**config.mk**
```make
export PLATFORM = sky130hd
export DESIGN_NAME = ssc_mode_ctrl
export DESIGN_NICKNAME = d
export VERILOG_FILES = /design/src/rtl/ssc_pkg.sv /design/src/rtl/ssc_pin_decode.sv /design/src/rtl/ssc_step_timer.sv /design/src/rtl/ssc_sweep_fsm.sv /design/src/rtl/ssc_mode_ctrl.sv
export SDC_FILE = /design/constraint.sdc
export NUM_CORES = 1
export LEC_CHECK = 0
export BUFFER_PORTS_ARGS = -buffer_cell sky130_fd_sc_hd__buf_2
export CAP_MARGIN = 20
export CORE_MARGIN = 2
export CORE_UTILIZATION = 65
export DETAILED_ROUTE_END_ITERATION = 10
export HOLD_SLACK_MARGIN = 0.08
export PLACE_DENSITY = 0.84
export SYNTH_ARGS = -nofsm -noshare
export SYNTH_HDL_FRONTEND = slang
export SYNTH_HIERARCHICAL = 1
export SYNTH_SLANG_ARGS = --single-unit
export TNS_END_PERCENT = 10
```
**constraint.sdc**
```tcl
create_clock -name clk -period 7.5 [get_ports clk]
set_input_delay 1.5 -clock clk [delete_from_list [all_inputs] [get_ports clk]]
set_output_delay 1.5 -clock clk [all_outputs]
set_load 0.02 [all_outputs]
```
**src/rtl/ssc_pkg.sv**
```systemverilog
package ssc_pkg;
    localparam int OFS_W  = 8;
    localparam int TICK_W = 16;

    typedef struct packed {
        logic [2:0]        code;
        logic              spread_on;
        logic              center;
        logic [OFS_W-1:0]  lim;
        logic [TICK_W-1:0] tick_len;
        logic [1:0]        ratio;
        logic              hiz;
        logic              test;
    } ssc_cfg_t;

    localparam ssc_cfg_t CFG_RESET = '{
        code:      3'b000,
        spread_on: 1'b0,
        center:    1'b0,
        lim:       '0,
        tick_len:  TICK_W'(1),
        ratio:     2'd0,
        hiz:       1'b1,
        test:      1'b0
    };
endpackage

```
**src/rtl/ssc_pin_decode.sv**
```systemverilog
module ssc_pin_decode
    import ssc_pkg::*;
#(
    parameter int SWEEP_CYCLES = 4166,
    parameter int CENTER_LIM   = 90,
    parameter int WIDE_LIM     = 100,
    parameter int NARROW_LIM   = 50
) (
    input  logic       speed_sel,
    input  logic [1:0] band_sel,
    input  logic       spread_en_n,
    output ssc_cfg_t   cfg
);
    localparam int RAW_C = SWEEP_CYCLES / (4 * CENTER_LIM);
    localparam int RAW_W = SWEEP_CYCLES / (2 * WIDE_LIM);
    localparam int RAW_N = SWEEP_CYCLES / (2 * NARROW_LIM);
    localparam int TICK_C = (RAW_C < 1) ? 1 : RAW_C;
    localparam int TICK_WD = (RAW_W < 1) ? 1 : RAW_W;
    localparam int TICK_N = (RAW_N < 1) ? 1 : RAW_N;

    always_comb begin
        cfg          = CFG_RESET;
        cfg.hiz      = 1'b0;
        cfg.code     = {speed_sel, band_sel};
        cfg.ratio    = speed_sel ? 2'd3 : 2'd2;
        unique case (band_sel)
            2'b00: begin
                if (speed_sel) begin
                    cfg.test = 1'b1;
                end else begin
                    cfg.hiz   = 1'b1;
                    cfg.ratio = 2'd0;
                end
            end
            2'b01: begin
                cfg.center    = 1'b1;
                cfg.lim       = OFS_W'(CENTER_LIM);
                cfg.tick_len  = TICK_W'(TICK_C);
                cfg.spread_on = !spread_en_n;
            end
            2'b10: begin
                cfg.lim       = OFS_W'(WIDE_LIM);
                cfg.tick_len  = TICK_W'(TICK_WD);
                cfg.spread_on = !spread_en_n;
            end
            2'b11: begin
                cfg.lim       = OFS_W'(NARROW_LIM);
                cfg.tick_len  = TICK_W'(TICK_N);
                cfg.spread_on = !spread_en_n;
            end
            default: cfg = CFG_RESET;
        endcase
    end
endmodule

```
**src/rtl/ssc_step_timer.sv**
```systemverilog
module ssc_step_timer
    import ssc_pkg::*;
(
    input  logic              clk,
    input  logic              rst_n,
    input  logic              clear,
    input  logic [TICK_W-1:0] len,
    output logic              tick
);
    logic [TICK_W-1:0] cnt_q;

    assign tick = !clear && (cnt_q == len - 1'b1);

    always_ff @(posedge clk or negedge rst_n) begin
        if (!rst_n) begin
            cnt_q <= '0;
        end else if (clear || tick) begin
            cnt_q <= '0;
        end else begin
            cnt_q <= cnt_q + 1'b1;
        end
    end

    AST_TICK_IN_RANGE: assert property (@(posedge clk) disable iff (!rst_n)
        !clear |-> (cnt_q < len));
endmodule

```
**src/rtl/ssc_sweep_fsm.sv**
```systemverilog
module ssc_sweep_fsm
    import ssc_pkg::*;
(
    input  logic                    clk,
    input  logic                    rst_n,
    input  ssc_cfg_t                live_cfg,
    input  logic                    tick,
    output ssc_cfg_t                cfg_q,
    output logic signed [OFS_W-1:0] ofs_q,
    output logic                    timer_clear
);
    typedef enum logic [1:0] {S_IDLE, S_ANCHOR, S_RISE, S_FALL} sweep_state_t;

    localparam logic signed [OFS_W-1:0] ZERO      = '0;
    localparam logic signed [OFS_W-1:0] ONE       = OFS_W'(1);
    localparam logic signed [OFS_W-1:0] MINUS_ONE = '1;

    sweep_state_t            state_q, state_d;
    ssc_cfg_t                cfg_d;
    logic signed [OFS_W-1:0] ofs_d;
    logic signed [OFS_W-1:0] ofs_up;
    logic signed [OFS_W-1:0] ofs_dn;
    logic signed [OFS_W-1:0] lim_s;

    assign lim_s  = $signed(cfg_q.lim);
    assign ofs_up = ofs_q + ONE;
    assign ofs_dn = ofs_q - ONE;

    // next state and next outputs
    always_comb begin
        state_d = state_q;
        cfg_d   = cfg_q;
        ofs_d   = ofs_q;
        unique case (state_q)
            S_IDLE: begin
                cfg_d = live_cfg;
                if (live_cfg.spread_on) begin
                    state_d = S_ANCHOR;
                end
            end
            S_ANCHOR: begin
                if (tick) begin
                    cfg_d = live_cfg;
                    if (!live_cfg.spread_on) begin
                        state_d = S_IDLE;
                    end else if (live_cfg.center) begin
                        state_d = S_RISE;
                        ofs_d   = ONE;
                    end else begin
                        state_d = S_FALL;
                        ofs_d   = MINUS_ONE;
                    end
                end
            end
            S_RISE: begin
                if (tick) begin
                    ofs_d = ofs_up;
                    if (ofs_up == ZERO) begin
                        state_d = S_ANCHOR;
                    end else if (ofs_up == lim_s) begin
                        state_d = S_FALL;
                    end
                end
            end
            S_FALL: begin
                if (tick) begin
                    ofs_d = ofs_dn;
                    if (ofs_dn == -lim_s) begin
                        state_d = S_RISE;
                    end
                end
            end
            default: state_d = S_IDLE;
        endcase
    end

    // state register
    always_ff @(posedge clk or negedge rst_n) begin
        if (!rst_n) begin
            state_q <= S_IDLE;
            cfg_q   <= CFG_RESET;
            ofs_q   <= ZERO;
        end else begin
            state_q <= state_d;
            cfg_q   <= cfg_d;
            ofs_q   <= ofs_d;
        end
    end

    assign timer_clear = (state_q == S_IDLE);

    AST_UNIT_STEP: assert property (@(posedge clk) disable iff (!rst_n)
        (ofs_q == $past(ofs_q)) || (ofs_q == $past(ofs_q) + ONE)
        || (ofs_q == $past(ofs_q) - ONE));
    AST_IDLE_ZERO: assert property (@(posedge clk) disable iff (!rst_n)
        !cfg_q.spread_on |-> (ofs_q == ZERO));
    AST_HIZ_QUIET: assert property (@(posedge clk) disable iff (!rst_n)
        cfg_q.hiz |-> (ofs_q == ZERO));
    AST_TEST_QUIET: assert property (@(posedge clk) disable iff (!rst_n)
        cfg_q.test |-> (ofs_q == ZERO));
    AST_CENTER_BOUNDS: assert property (@(posedge clk) disable iff (!rst_n)
        cfg_q.center |-> (ofs_q <= lim_s && ofs_q >= -lim_s));
    AST_DOWN_BOUNDS: assert property (@(posedge clk) disable iff (!rst_n)
        !cfg_q.center |-> (ofs_q <= ZERO && ofs_q >= -lim_s));
    AST_CFG_HELD: assert property (@(posedge clk) disable iff (!rst_n)
        ($past(ofs_q) != ZERO) |-> $stable(cfg_q));
endmodule

```
**src/rtl/ssc_mode_ctrl.sv**
```systemverilog
module ssc_mode_ctrl
    import ssc_pkg::*;
#(
    parameter int SWEEP_CYCLES = 4166,
    parameter int CENTER_LIM   = 90,
    parameter int WIDE_LIM     = 100,
    parameter int NARROW_LIM   = 50
) (
    input  logic                             clk,
    input  logic                             rst_n,
    input  logic                             speed_sel,
    input  logic [1:0]                       band_sel,
    input  logic                             spread_en_n,
    output logic [2:0]                       mode_code,
    output logic                             spread_on,
    output logic [1:0]                       cpu_bus_ratio,
    output logic                             outs_hiz,
    output logic                             test_mode,
    output logic signed [ssc_pkg::OFS_W-1:0] freq_ofs
);
    ssc_cfg_t live_cfg;
    ssc_cfg_t cfg_q;
    logic     tick;
    logic     timer_clear;

    ssc_pin_decode #(
        .SWEEP_CYCLES(SWEEP_CYCLES),
        .CENTER_LIM  (CENTER_LIM),
        .WIDE_LIM    (WIDE_LIM),
        .NARROW_LIM  (NARROW_LIM)
    ) u_decode (
        .speed_sel  (speed_sel),
        .band_sel   (band_sel),
        .spread_en_n(spread_en_n),
        .cfg        (live_cfg)
    );

    ssc_step_timer u_timer (
        .clk  (clk),
        .rst_n(rst_n),
        .clear(timer_clear),
        .len  (cfg_q.tick_len),
        .tick (tick)
    );

    ssc_sweep_fsm u_fsm (
        .clk        (clk),
        .rst_n      (rst_n),
        .live_cfg   (live_cfg),
        .tick       (tick),
        .cfg_q      (cfg_q),
        .ofs_q      (freq_ofs),
        .timer_clear(timer_clear)
    );

    assign mode_code     = cfg_q.code;
    assign spread_on     = cfg_q.spread_on;
    assign cpu_bus_ratio = cfg_q.ratio;
    assign outs_hiz      = cfg_q.hiz;
    assign test_mode     = cfg_q.test;
endmodule

```
======== After elaboration in Yosys (flattened, before gate mapping) ========
Cells that the tools add are included.
word-level totals
  bits in registers ....................... 58
  bits in latches ......................... 0
  bits in writable memories ............... 0
  memory bits (read-only) ................. 0
  input bits .............................. 6
  output and inout bits ................... 16
  word-level logic and storage cells ...... 70
  memories kept ........................... 0
cells by class
  add/subtract/negate cells ............... 5
  $mul .................................... 0
  div/mod/pow operators ................... 0
  $lt $le $gt $ge ......................... 0
  eq/ne operators ......................... 16
  shift-type cells ........................ 0
  multiplexer cells ....................... 26
  bitwise logic cells ..................... 0
  reduce and logical (&&, ||, !) cells .... 13
operators with widths
  operator                                                                 count
  23-bit one-hot mux with 3 select lines                                   1
  33-bit one-hot mux with 2 select lines                                   1
  8-bit two-way mux                                                        5
  33-bit two-way mux                                                       1
  8-bit one-hot mux with 3 select lines                                    1
  16-bit by 1-bit adder with 16-bit output, second input constant          1
  16-bit equality test                                                     1
  8-bit equality test                                                      2
  16-bit two-way mux                                                       1
  2-bit two-way mux                                                        8
  16-bit by 1-bit subtractor with 16-bit output, second input constant     1
  8-bit by 2-bit adder with 8-bit output, second input constant            1
  2-bit equality test, second input constant                               4
  8-bit zero test                                                          1
  8-bit negator                                                            1
  2-bit one-hot mux with 4 select lines                                    1
  8-bit by 2-bit subtractor with 8-bit output, second input constant       1
  2-bit by 1-bit inequality test with 1-bit output, second input constant  3
  2-bit inequality test, second input constant                             3
  6-bit AND reduction                                                      1
  1-bit two-way mux                                                        5
  5-bit AND reduction                                                      1
  2-bit by 1-bit equality test with 1-bit output, second input constant    2
  2-bit zero test                                                          2
  other kinds (10)                                                         11

======== Logic depth before layout (Yosys ltp) ========
  depth in word-level cells ............... 6
  gate-level depth with buffers ........... 13
  depth with buffers taken out ............ 13

======== Hierarchy ========
The synthesis kept the hierarchy.
by module, submodules not included
  module          times used  cells each  area each (µm²)  seq. area each (µm²)
  ssc_sweep_fsm   1           232         2,419.8          1,078.5
  ssc_step_timer  1           164         1,448.9          400.4
  ssc_pin_decode  1           38          301.5            0.0

======== Worst setup path after synthesis ========
OpenSTA, ideal clock, no wires.
  kind .................................... register -> register
  start ................................... reg u_fsm/cfg_q[7] (netlist name)
  end ..................................... reg u_fsm/cfg_q[0] (netlist name)
  setup time .............................. 125 ps
  arrival ................................. 4,168 ps
  required time ........................... 7,375 ps
  path slack .............................. 3,207 ps
  cell stages (with the launch flop) ...... 11
  path buffers ............................ 2
  clock period less this slack ............ 4,293 ps
  cells stage by stage .................... dfrtp_1 or4_1 buf_2 nor4_1 mux2_2 a31o_2 a2111oi_0 inv_1 a21oi_1 clkbuf_1 mux2_2
on the way
  word-level cells in the longest chain between the ends .. 5
RTL lines
  what                                           line                  text
  16-bit by 1-bit subtractor with 16-bit output  ssc_step_timer.sv:12  assign tick = !clear && (cnt_q == len - 1'b1);
  16-bit equality test                           ssc_step_timer.sv:12
  1-bit logical AND                              ssc_step_timer.sv:12
  net tick                                       ssc_mode_ctrl.sv:23   logic tick;
  2-bit inequality test (no source line)         --
  2-bit AND reduction (no source line)           --
The timed path passes the listed nets, and every way through them passes these cells.
A chain may end at the register's enable or synchronous reset.

======== Final worst setup path ========
  start ................................... reg u_fsm/cfg_q[7] (netlist name)
  end ..................................... reg u_fsm/cfg_q[5] (netlist name)
on the way
  word-level cells in the longest chain between the ends .. 5
RTL lines
  what                                           line
  16-bit by 1-bit subtractor with 16-bit output  ssc_step_timer.sv:12
  16-bit equality test                           ssc_step_timer.sv:12
  1-bit logical AND                              ssc_step_timer.sv:12
  net tick                                       ssc_mode_ctrl.sv:23
  2-bit inequality test (no source line)         --
  2-bit AND reduction (no source line)           --
The timed path passes the listed nets, and every way through them passes these cells.

==> impl_metrics.yaml <==
outcome:
  status: "finished, final reports clean"
sta:
  min_period_over_period_pct: 64.4
  slew_viol_final: 0
  finalSetupViolCount: 0
  min_period_ns: 4.83
  worst_pin_slew_ns: 0.995
  rsz0062_at_grt: "false"
  fin_ws_ns: 2.67
  hold_viol: 0
  max_freq_ghz: 0.207
  relSlewSlack_pct: 33.5
  clock-skew-final_ns: 0.0105
  tns_ns: 0
  holdWs_ns: 0.508
worst_setup_path:
  path_class: "reg -> reg"
  worstSetupPathDepth: 9
  endpoint: "u_fsm/cfg_q[5]"
  r2r_setup_slack_ns: 2.67
  slowest_stage: "a2111oi_1"
  end_kind: "register"
  critPathMaxStageDelay_ns: 0.87
  worst_path_dominant_cell_family: "compound AO/OA/AOI/OAI gates"
  r2r-end: "u_fsm/cfg_q[5]"
  cp-startpoint: "u_fsm/cfg_q[7]"
  cp-start-kind: "register"
  r2r_cells: 9
  r2r-start: "u_fsm/cfg_q[7]"
  cp_cell_sequence: "or4_1 -> nor4b_1 -> and3_1 -> o211a_1 -> o2111ai_1 -> a2111oi_1 -> inv_1 -> a21oi_4 -> mux2_2"
  crit_arrival_ns: 5.04
  required_ns: 7.71
  crit_buf_inv: 1
  cp_max_fo: 35
floorplanning:
  die-area_mm2: 0.00701
  core-area_mm2: 0.00624
  start_util_pct: 66.2
  ios: 22
  die_w_um: 83.8
  chipHeight_um: 83.8
  rows: 29
layout:
  nets: 451
  fin_util_pct: 69.3
  layout-drive-gt1-share_pct: 20.3
  n_antenna_cell: 0
  mostFrequentLayoutCell: "dfrtp_1"
  syn2layout_area_growth_pct: 4.60
  n_fill_cell: 479
  final_cell_mix: "dfrtp_1, mux2_2, xnor2_1"
power_and_ir_drop:
  p_int_w: 0.000479
  leakage_nw: 1.96
  combPwrFrac_pct: 2.7
  clkPwrFrac_pct: 45.7
  power_switching_w: 0.000127
  max-vdd-ir-drop_v: 0.000121
  swShare_pct: 21.0
  sequentialPowerShare_pct: 51.6
  power_density_mw_per_mm2: 140
cts:
  cts-resized-gates: 0
  cts_setup_buffers: 0
  root_buffer: "clkbuf_8"
  cts_tree: "done"
  clockBufferDepth: 2
  worstSkewPairLatency_ns: 0.34
  htreeDepth: 3
  ctsHoldBuffers: 0
  cts_sinks: 58
  cts_inserted_buffers: 9
  cts.clk_slew.worst_paths_ns: 0.07
logic_synthesis:
  synthCells: 432
  synth_warnings: 6
  synth.avg_cell_area_um2: 9.57
  synthesis.area_mm2: 0.00413
place:
  io_buffers: 21
  globalplace.congestion: 0.965
  pre_cts_ws_ns: 2.48
  hpwl_um: 6390
routing:
  drt_iter0_markers: 207
  dr.pass1.iters: 5
  drc: 0
  ant_nets: 0
  vias_per_cell: 6.29
  vias: 3248
  drt-total-wl_um: 8820
  wire_per_inst_um: 17.1
global_routing:
  use_met2_pct: 45.7
  grt_start_max_net_pins: 59
  antenna_found_initial: 0
  first_global_vias: 3281
  grt_first_pass_wirelength_um: 15100
  gr-usage-met1_pct: 31.6
  grt_overflow: 0
  gr-usage-all-layers_pct: 26.6
  busiest_layer: "met2"
  grt_util_met3_pct: 5.93
hold_path:
  hold_class: "reg -> reg"
flow_run:
  cap_violations: 0
## through the flow
step | total power (W) | cells | cell area (um2)
floorplan | 0.000333 | 443 | 4180
global placement | 0.000334 | 500 | 4130
detailed placement | 0.000335 | 500 | 4130
CTS | 0.000615 | 516 | 4320
global route | 0.000630 | 516 | 4320
finish | 0.000607 | 516 | 4320
## worst min path at each step
| stage | from | cells past startpoint | endpoint | slack (ns) |
|---|---|---|---|---|
| global placement | u_fsm/cfg_q[29] | 1 | u_fsm/cfg_q[29] | 0.49 |
| detailed placement | u_fsm/cfg_q[30] | 1 | u_fsm/cfg_q[30] | 0.50 |
| finish | u_fsm/cfg_q[30] | 1 | u_fsm/cfg_q[30] | 0.51 |
| floorplan | u_fsm/cfg_q[19] | 1 | u_fsm/cfg_q[19] | 0.50 |
| CTS | u_fsm/cfg_q[30] | 1 | u_fsm/cfg_q[30] | 0.51 |
| global route | u_fsm/cfg_q[30] | 1 | u_fsm/cfg_q[30] | 0.52 |
## worst register-to-register path: cells and delay by family (launching register included)
kind,cells,cell delay [ns]
DFF,1,0.46
buffers and inverters,1,0.22
muxes,1,0.44
and+or+nand+nor,3,1.59
AOI/OAI and AO/OA,4,1.98
## state kept, by name, summed over array words and instances (netlist names)
name and cells:
u_fsm/lim_s 8, u_fsm/state_q 2, u_fsm/ofs_q 8, u_timer/cnt_q 16
u_fsm/cfg_q 24
## area by class of cell
| type | count | area, um2 | area share, % |
|---|---|---|---|
| multi-input combinational | 328 | 2410 | 55.8 |
| sequential | 58 | 1450 | 33.6 |
| clock buffer | 13 | 149 | 3.44 |
| timing repair buffer | 23 | 120 | 2.78 |
| tap | 77 | 96.3 | 2.23 |
| inverter | 14 | 52.6 | 1.22 |
| clock inverter | 3 | 40.0 | 0.926 |
## power by group through the flow
stage          combinational [W]  sequential (W)  clock (W)
3_5_place_dp           0.0000162        0.000319          0
4_1_cts                0.0000165        0.000313   0.000286
5_1_grt                0.0000187        0.000313   0.000298
6_report               0.0000163        0.000313   0.000277
2_1_floorplan          0.0000141        0.000319          0
3_3_place_gp           0.0000154        0.000319          0
## metal layers
metal | vias up | routed length, um
met5 | - | 0
met4 | 0 | 259
met3 | 34 | 399
met2 | 110 | 4450
met1 | 1598 | 3710
li1 | 1506 | -
Power figures use the tool's default switching activity.
